### src/rtl/drv_regs_pkg.sv
package drv_regs_pkg;
  localparam int ADDR_W     = 4;
  localparam int BYTE_W     = 8;
  localparam int WORD_BYTES = 4;
  localparam int WORD_W     = WORD_BYTES * BYTE_W;
  localparam int IDX_W      = $clog2(WORD_BYTES);
  localparam int CMD_N      = 6;
  localparam int ERR_W      = 4;
  localparam int C_RDSEC    = 4;
  localparam int C_WRSEC    = 5;

  typedef enum logic [ADDR_W-1:0] {
    A_TRACKS  = 4'd0,
    A_SECTORS = 4'd1,
    A_MODE    = 4'd2,
    A_CMD     = 4'd3,
    A_SEEK    = 4'd4,
    A_STAT    = 4'd5,
    A_HEAD    = 4'd6,
    A_ERR     = 4'd7,
    A_DATA    = 4'd8
  } reg_addr_e;

  typedef struct packed {
    logic [1:0]       pad;
    logic [IDX_W-1:0] idx;
    logic             wprot;
    logic             at_speed;
    logic             data_rdy;
    logic             done;
  } stat_t;

  function automatic logic [BYTE_W-1:0] lane_pick(input logic [WORD_W-1:0] w,
                                                  input logic [IDX_W-1:0] i);
    return w[BYTE_W*i +: BYTE_W];
  endfunction

  function automatic logic [IDX_W-1:0] idx_next(input logic [IDX_W-1:0] i);
    return (i == IDX_W'(WORD_BYTES-1)) ? '0 : i + 1'b1;
  endfunction
endpackage

### src/rtl/drv_byte_seq.sv
module drv_byte_seq
  import drv_regs_pkg::*;
(
  input  logic              clk,
  input  logic              rst_n,
  input  logic              data_wr,
  input  logic              data_rd,
  input  logic              seq_rst,
  input  logic [BYTE_W-1:0] wdata,
  input  logic [WORD_W-1:0] rd_word,
  output logic [IDX_W-1:0]  idx,
  output logic [BYTE_W-1:0] rd_byte,
  output logic [WORD_W-1:0] wr_word,
  output logic              wr_valid,
  output logic              rd_take
);
  localparam logic [IDX_W-1:0] LAST = IDX_W'(WORD_BYTES-1);

  logic [WORD_BYTES-2:0][BYTE_W-1:0] lane_w;
  logic [WORD_W-1:0] asm_word;
  logic last_wr, last_rd;

  assign last_wr = data_wr && (idx == LAST);
  assign last_rd = data_rd && (idx == LAST);

  for (genvar g = 0; g < WORD_BYTES-1; g++) begin : g_lane
    logic [BYTE_W-1:0] q;
    always_ff @(posedge clk) begin
      if (!rst_n)                                 q <= '0;
      else if (data_wr && idx == IDX_W'(g))       q <= wdata;
    end
    assign lane_w[g] = q;
  end

  always_comb begin
    asm_word = '0;
    for (int k = 0; k < WORD_BYTES-1; k++) asm_word[BYTE_W*k +: BYTE_W] = lane_w[k];
    asm_word[WORD_W-1 -: BYTE_W] = wdata;
  end

  always_ff @(posedge clk) begin
    if (!rst_n) begin
      idx      <= '0;
      wr_word  <= '0;
      wr_valid <= 1'b0;
      rd_take  <= 1'b0;
    end else begin
      if (seq_rst)                  idx <= '0;
      else if (data_wr || data_rd)  idx <= idx_next(idx);
      if (last_wr) wr_word <= asm_word;
      wr_valid <= last_wr;
      rd_take  <= last_rd;
    end
  end

  assign rd_byte = lane_pick(rd_word, idx);
endmodule

### src/rtl/drv_event_unit.sv
module drv_event_unit (
  input  logic clk,
  input  logic rst_n,
  input  logic xfer_done_ev,
  input  logic done_clr,
  input  logic irq_en,
  input  logic data_rdy,
  output logic done_q,
  output logic irq,
  output logic dma_req
);
  always_ff @(posedge clk) begin
    if (!rst_n) begin
      done_q  <= 1'b0;
      dma_req <= 1'b0;
    end else begin
      if (xfer_done_ev)  done_q <= 1'b1;
      else if (done_clr) done_q <= 1'b0;
      dma_req <= data_rdy;
    end
  end

  assign irq = done_q && irq_en;
endmodule

### src/rtl/drv_host_regs.sv
module drv_host_regs
  import drv_regs_pkg::*;
(
  input  logic              clk,
  input  logic              rst_n,
  input  logic [ADDR_W-1:0] bus_addr,
  input  logic [BYTE_W-1:0] bus_wdata,
  input  logic              bus_wr,
  input  logic              bus_rd,
  output logic [BYTE_W-1:0] bus_rdata,
  output logic [BYTE_W-1:0] cfg_tracks,
  output logic [BYTE_W-1:0] cfg_sectors,
  output logic [1:0]        cfg_format,
  output logic [CMD_N-1:0]  cmd_pulse,
  output logic [BYTE_W-1:0] seek_track,
  input  logic              st_xfer_done,
  input  logic              st_data_rdy,
  input  logic              st_at_speed,
  input  logic              st_wprot,
  input  logic [BYTE_W-1:0] st_head_track,
  input  logic [ERR_W-1:0]  st_err,
  input  logic [WORD_W-1:0] disk_word_in,
  output logic              disk_word_take,
  output logic [WORD_W-1:0] host_word_out,
  output logic              host_word_valid,
  output logic              irq,
  output logic              dma_req
);
  logic [BYTE_W-1:0] mode_q, cmd_last_q;
  logic [BYTE_W-1:0] rd_mux, data_byte;
  logic [IDX_W-1:0]  byte_idx;
  logic              cmd_wr, data_wr, data_rd, seq_rst, done_clr, done_q;
  stat_t             stat_view;

  assign cmd_wr   = bus_wr && (bus_addr == A_CMD);
  assign data_wr  = bus_wr && (bus_addr == A_DATA);
  assign data_rd  = bus_rd && (bus_addr == A_DATA);
  assign seq_rst  = cmd_wr && (bus_wdata[C_RDSEC] || bus_wdata[C_WRSEC]);
  assign done_clr = bus_wr && (bus_addr == A_STAT) && bus_wdata[0];

  always_ff @(posedge clk) begin
    if (!rst_n) begin
      cfg_tracks  <= '0;
      cfg_sectors <= '0;
      mode_q      <= '0;
      cmd_last_q  <= '0;
      seek_track  <= '0;
      cmd_pulse   <= '0;
    end else begin
      if (bus_wr && bus_addr == A_TRACKS)  cfg_tracks  <= bus_wdata;
      if (bus_wr && bus_addr == A_SECTORS) cfg_sectors <= bus_wdata;
      if (bus_wr && bus_addr == A_MODE)    mode_q      <= bus_wdata;
      if (bus_wr && bus_addr == A_SEEK)    seek_track  <= bus_wdata;
      if (cmd_wr)                          cmd_last_q  <= bus_wdata;
      cmd_pulse <= cmd_wr ? bus_wdata[CMD_N-1:0] : '0;
    end
  end

  assign cfg_format = mode_q[1:0];

  drv_byte_seq seq_i (
    .clk      (clk),
    .rst_n    (rst_n),
    .data_wr  (data_wr),
    .data_rd  (data_rd),
    .seq_rst  (seq_rst),
    .wdata    (bus_wdata),
    .rd_word  (disk_word_in),
    .idx      (byte_idx),
    .rd_byte  (data_byte),
    .wr_word  (host_word_out),
    .wr_valid (host_word_valid),
    .rd_take  (disk_word_take)
  );

  drv_event_unit evt_i (
    .clk          (clk),
    .rst_n        (rst_n),
    .xfer_done_ev (st_xfer_done),
    .done_clr     (done_clr),
    .irq_en       (mode_q[7]),
    .data_rdy     (st_data_rdy),
    .done_q       (done_q),
    .irq          (irq),
    .dma_req      (dma_req)
  );

  always_comb begin
    stat_view          = '0;
    stat_view.idx      = byte_idx;
    stat_view.wprot    = st_wprot;
    stat_view.at_speed = st_at_speed;
    stat_view.data_rdy = st_data_rdy;
    stat_view.done     = done_q;
  end

  always_comb begin
    case (bus_addr)
      A_TRACKS:  rd_mux = cfg_tracks;
      A_SECTORS: rd_mux = cfg_sectors;
      A_MODE:    rd_mux = mode_q;
      A_CMD:     rd_mux = cmd_last_q;
      A_SEEK:    rd_mux = seek_track;
      A_STAT:    rd_mux = stat_view;
      A_HEAD:    rd_mux = st_head_track;
      A_ERR:     rd_mux = BYTE_W'(st_err);
      A_DATA:    rd_mux = data_byte;
      default:   rd_mux = '0;
    endcase
  end

  always_ff @(posedge clk) begin
    if (!rst_n)      bus_rdata <= '0;
    else if (bus_rd) bus_rdata <= rd_mux;
  end
endmodule

### config.mk
export PLATFORM = sky130hd
export DESIGN_NAME = drv_host_regs
export DESIGN_NICKNAME = d
export VERILOG_FILES = /design/src/rtl/drv_regs_pkg.sv /design/src/rtl/drv_byte_seq.sv /design/src/rtl/drv_event_unit.sv /design/src/rtl/drv_host_regs.sv
export SDC_FILE = /design/constraint.sdc
export NUM_CORES = 1
export LEC_CHECK = 0
export BUFFER_PORTS_ARGS = -buffer_cell sky130_fd_sc_hd__buf_4
export CAP_MARGIN = 30
export CORE_MARGIN = 4
export CORE_UTILIZATION = 49
export CTS_BUF_LIST = sky130_fd_sc_hd__clkbuf_4 sky130_fd_sc_hd__clkbuf_8
export DETAILED_ROUTE_END_ITERATION = 7
export HOLD_SLACK_MARGIN = 0.05
export PLACE_DENSITY = 0.78
export SLEW_MARGIN = 20
export SYNTH_ARGS = -nofsm -noshare
export SYNTH_HDL_FRONTEND = slang
export SYNTH_SLANG_ARGS = --single-unit
### constraint.sdc
create_clock -name clk -period 1.6 [get_ports clk]
set_input_delay 0.16 -clock clk [delete_from_list [all_inputs] [get_ports clk]]
set_output_delay 0.16 -clock clk [all_outputs]
set_load 0.01 [all_outputs]
==> summary.txt <==
Status
  – Status: completed

Timing
  – Slew headroom: 0.588
  – RSZ-0062 raised after global routing: yes
  – Tcrit/Tclk final: 0.985
  – Endpoints failing hold: 0
  – Min cycle time layout: 1580 ps
  – Max Slew Vio Count: 0
  – Worst-margin pin slew: 612 ps
  – Max Clk Rate: 635 MHz
  – Final setup violation count: 0
  – Worst hold slack: 68.7 ps
  – Max Clock Skew: 9.99 ps
  – PnR worst setup slack: 24.4 ps

Setup path
  – Worst path max stage delay: 570 ps
  – CP endpoint kind: register
  – CP Buf/Inv Count: 0
  – Crit path max fanout: 7
  – Setup slack, reg-to-reg: 20 ps
  – Crit path max-delay family: multiplexers
  – FF-to-FF End: bus_rdata[0]
  – Master of the slowest instance on the critical path: mux4_1
  – Critical path launch point: seq_i.idx[0]
  – Setup Crit Path Kind: reg2reg
  – Critical Path Start Type: register
  – CP Data Arrival Time: 1890 ps
  – Reg2reg path depth: 4
  – Reg-to-Reg Start: seq_i.idx[0]
  – Critical path endpoint: bus_rdata[0]
  – CP Cell Sequence: mux4_1, nand2_1, o21ai_0, o41a_1
  – Crit. path cell count: 4
  – Worst EP required: 1920 ps

Logic synthesis
  – #FFs+latches synth: 116
  – Cells after synthesis: 563
  – Asr flop ratio synth: 0
  – Most frequent cells after synthesis: dfxtp_1 (116), nand2_1 (104), mux2i_1 (65), nor2b_1 (58), a21boi_1 (31)
  – Synth Cell Area: 5360 um^2
  – EDFF count, synth: 0
  – Syn_nets: 631
  – Count leader, synth: dfxtp_1
  – Seq/Total Area, Yosys: 0.433
  – Largest cells by area after synthesis: dfxtp_1 (43%), mux2i_1 (12%), nand2_1 (7.3%)
  – Prevailing post-synth register cell: dfxtp_1
  – Area leader, netlist: dfxtp_1
  – Syn avg cell area: 9.52 um^2
  – Warnings from Yosys: 0
  – Unique masters post-synth: 54
  – Area share of the largest cell type after synthesis: 0.433

Floorplanning
  – Initial core utilization: 0.510
  – Die width: 113 um
  – I/O pin count: 140
  – Row cnt: 37
  – Die ar.: 12,700 um^2
  – Die H: 113 um
  – Core Footprint: 10,500 um^2

Finish
  – Fin area: 7050 um^2
  – Fin nets: 769
  – Synthesis-to-finish area growth: 31.6%
  – Final Util: 0.671
  – Share of cells above drive strength 1: 0.310
  – Diode count: 0

GRT
  – Initial antenna violation count: 0
  – Vias in the first global route: 4,749
  – GRT Resource Usage Total: 0.236
  – First-pass GRT wire length: 23.9 mm
  – Pin count of the biggest net entering global routing: 39
  – Total congestion overflow: 0

Route
  – DRT iter0 DRCs: 278
  – WL per Instance: 17.6 um
  – Post-DRT Antenna Nets: 0
  – WL final: 14.9 mm
  – Via count: 4,615
  – DRC: 0
  – Vias per cell: 5.44
  – Drt pass-1 iters: 4

Clock network
  – Clk pin slew, worst setup/hold paths: 70 ps
  – Worst skew pair latency: 430 ps
  – CTS sink count: 116
  – H-tree Lvls: 4
  – Root buf cell: clkbuf_8
  – CTS buffer count: 17
  – Setup Buffers After CTS: 0
  – TritonCTS clock tree: done
  – CTS Buffer Depth: 2

Place
  – Pre-CTS setup slack: -42.3 ps
  – Placer Congestion: 0.905
  – Placed inst area: 6600 um^2
  – Post-detail-place hpwl: 10.8 mm
  – Port Buffers: 139

Flow run
  – Max_cap viols: 0

Pwr
  – Pwr/cell area: 888 nW/um^2
  – Leakage power: 3.07 nW
  – Peak supply drop: 794 uV

Worst hold path
  – Hold Crit Class: in2reg
-- flip-flops by register name (all words and copies together), names as in the netlist --
signal	count
cfg_sectors	8
seq_i.rd_take	1
mode_q	8
bus_rdata	8
evt_i.done_q	1
seq_i.g_lane.q	24
evt_i.dma_req	1
cmd_pulse	6
seq_i.wr_valid	1
seq_i.idx	2
cfg_tracks	8
seek_track	8
cmd_last_q	8
seq_i.wr_word	32
-- final cells by class --
type / instances / area [um^2]
sequential: 116 / 2330
inverter: 2 / 7.51
timing repair buffer: 170 / 1330
clock buffer: 17 / 234
clock inverter: 14 / 178
fill: 810 / 3460
multi-input combinational: 394 / 2810
tap: 136 / 170
-- kinds of logic after synthesis --
| kind of cell | synth area share |
|---|---|
| multiplexers | 0.163 |
| AO/OA/AOI/OAI | 0.120 |
| AND/OR/NAND/NOR | 0.226 |
| buffers and inverters | 0.0488 |
| flip-flops | 0.433 |
| adder cells (fa/ha/maj) | 0.00934 |
-- per-layer routing --
layer / part of all wire / routed length, um / vias to the layer above / global-route usage
met5: 0 / 0 / - / 0
met4: 0.025 / 375 / 0 / 0.102
met3: 0.076 / 1130 / 31 / 0.0663
met2: 0.49 / 7260 / 171 / 0.385
met1: 0.41 / 6180 / 2200 / 0.290
li1: - / - / 2213 / -
-- worst min-delay path by stage --
| stage | end | cells after the start | start |
|---|---|---|---|
| 2_1_floorplan | evt_i.dma_req | 1 | st_data_rdy |
| 3_3_place_gp | evt_i.done_q | 2 | st_xfer_done |
| 3_5_place_dp | evt_i.done_q | 2 | st_xfer_done |
| 4_1_cts | cmd_last_q[6] | 3 | bus_wdata[6] |
| 5_1_grt | seq_i.wr_word[26] | 3 | bus_wdata[2] |
| 6_report | cmd_last_q[6] | 3 | bus_wdata[6] |
-- tightest hold or removal path, delay by kind of cell --
| family | cells | cell delay (ps) |
|---|---|---|
| compound gates | 1 | 50 |
| simple gates | 1 | 70 |
| buf+inv | 1 | 160 |
-- timing repair --
| action | in CTS | in global routing |
|---|---|---|
| setup endpoints to repair | 2 | 6 |
| gates resized for setup | 1 | 4 |
| hold buffers | 2 | 0 |
| hold endpoints to repair | 2 | 0 |
| pin swaps | 0 | 0 |
-- stage by stage --
step	std cells	TNS (ps)	total power, mW
after detailed placement	816	-50.6	3.52
after CTS	849	0	6.29
after global routing	849	-36.3	6.48
after global placement	816	0	3.51
after floorplan	563	0	3.28
final	849	0	6.26
-- cells in the final DEF (no fill, tap or decap), types with 3 or more instances in the layout --
master and n:
a31oi_1 3, o21a_1 4, nor3b_1 3, and3_1 8, mux4_2 8, nand2_1 104
nand3_1 11, ha_1 4, o22ai_1 3, o41a_1 3, a21boi_1 31, a21boi_0 17
o21ai_0 9, a22oi_1 4, buf_4 164, dfxtp_1 115, nand3b_1 7, nor2_1 11
and4_1 3, nor2b_1 58, clkinv_4 4, clkbuf_8 17, buf_12 4, inv_6 4
mux2i_1 65, and2_1 3, bufinv_16 3
-- report_power, final --
part	total [mW]	switching (mW)	internal, mW
Clock	2.80	1.25	1.55
Sequential	2.93	0.0184	2.91
Combinational	0.535	0.259	0.276
Power figures use the tool's default switching activity.
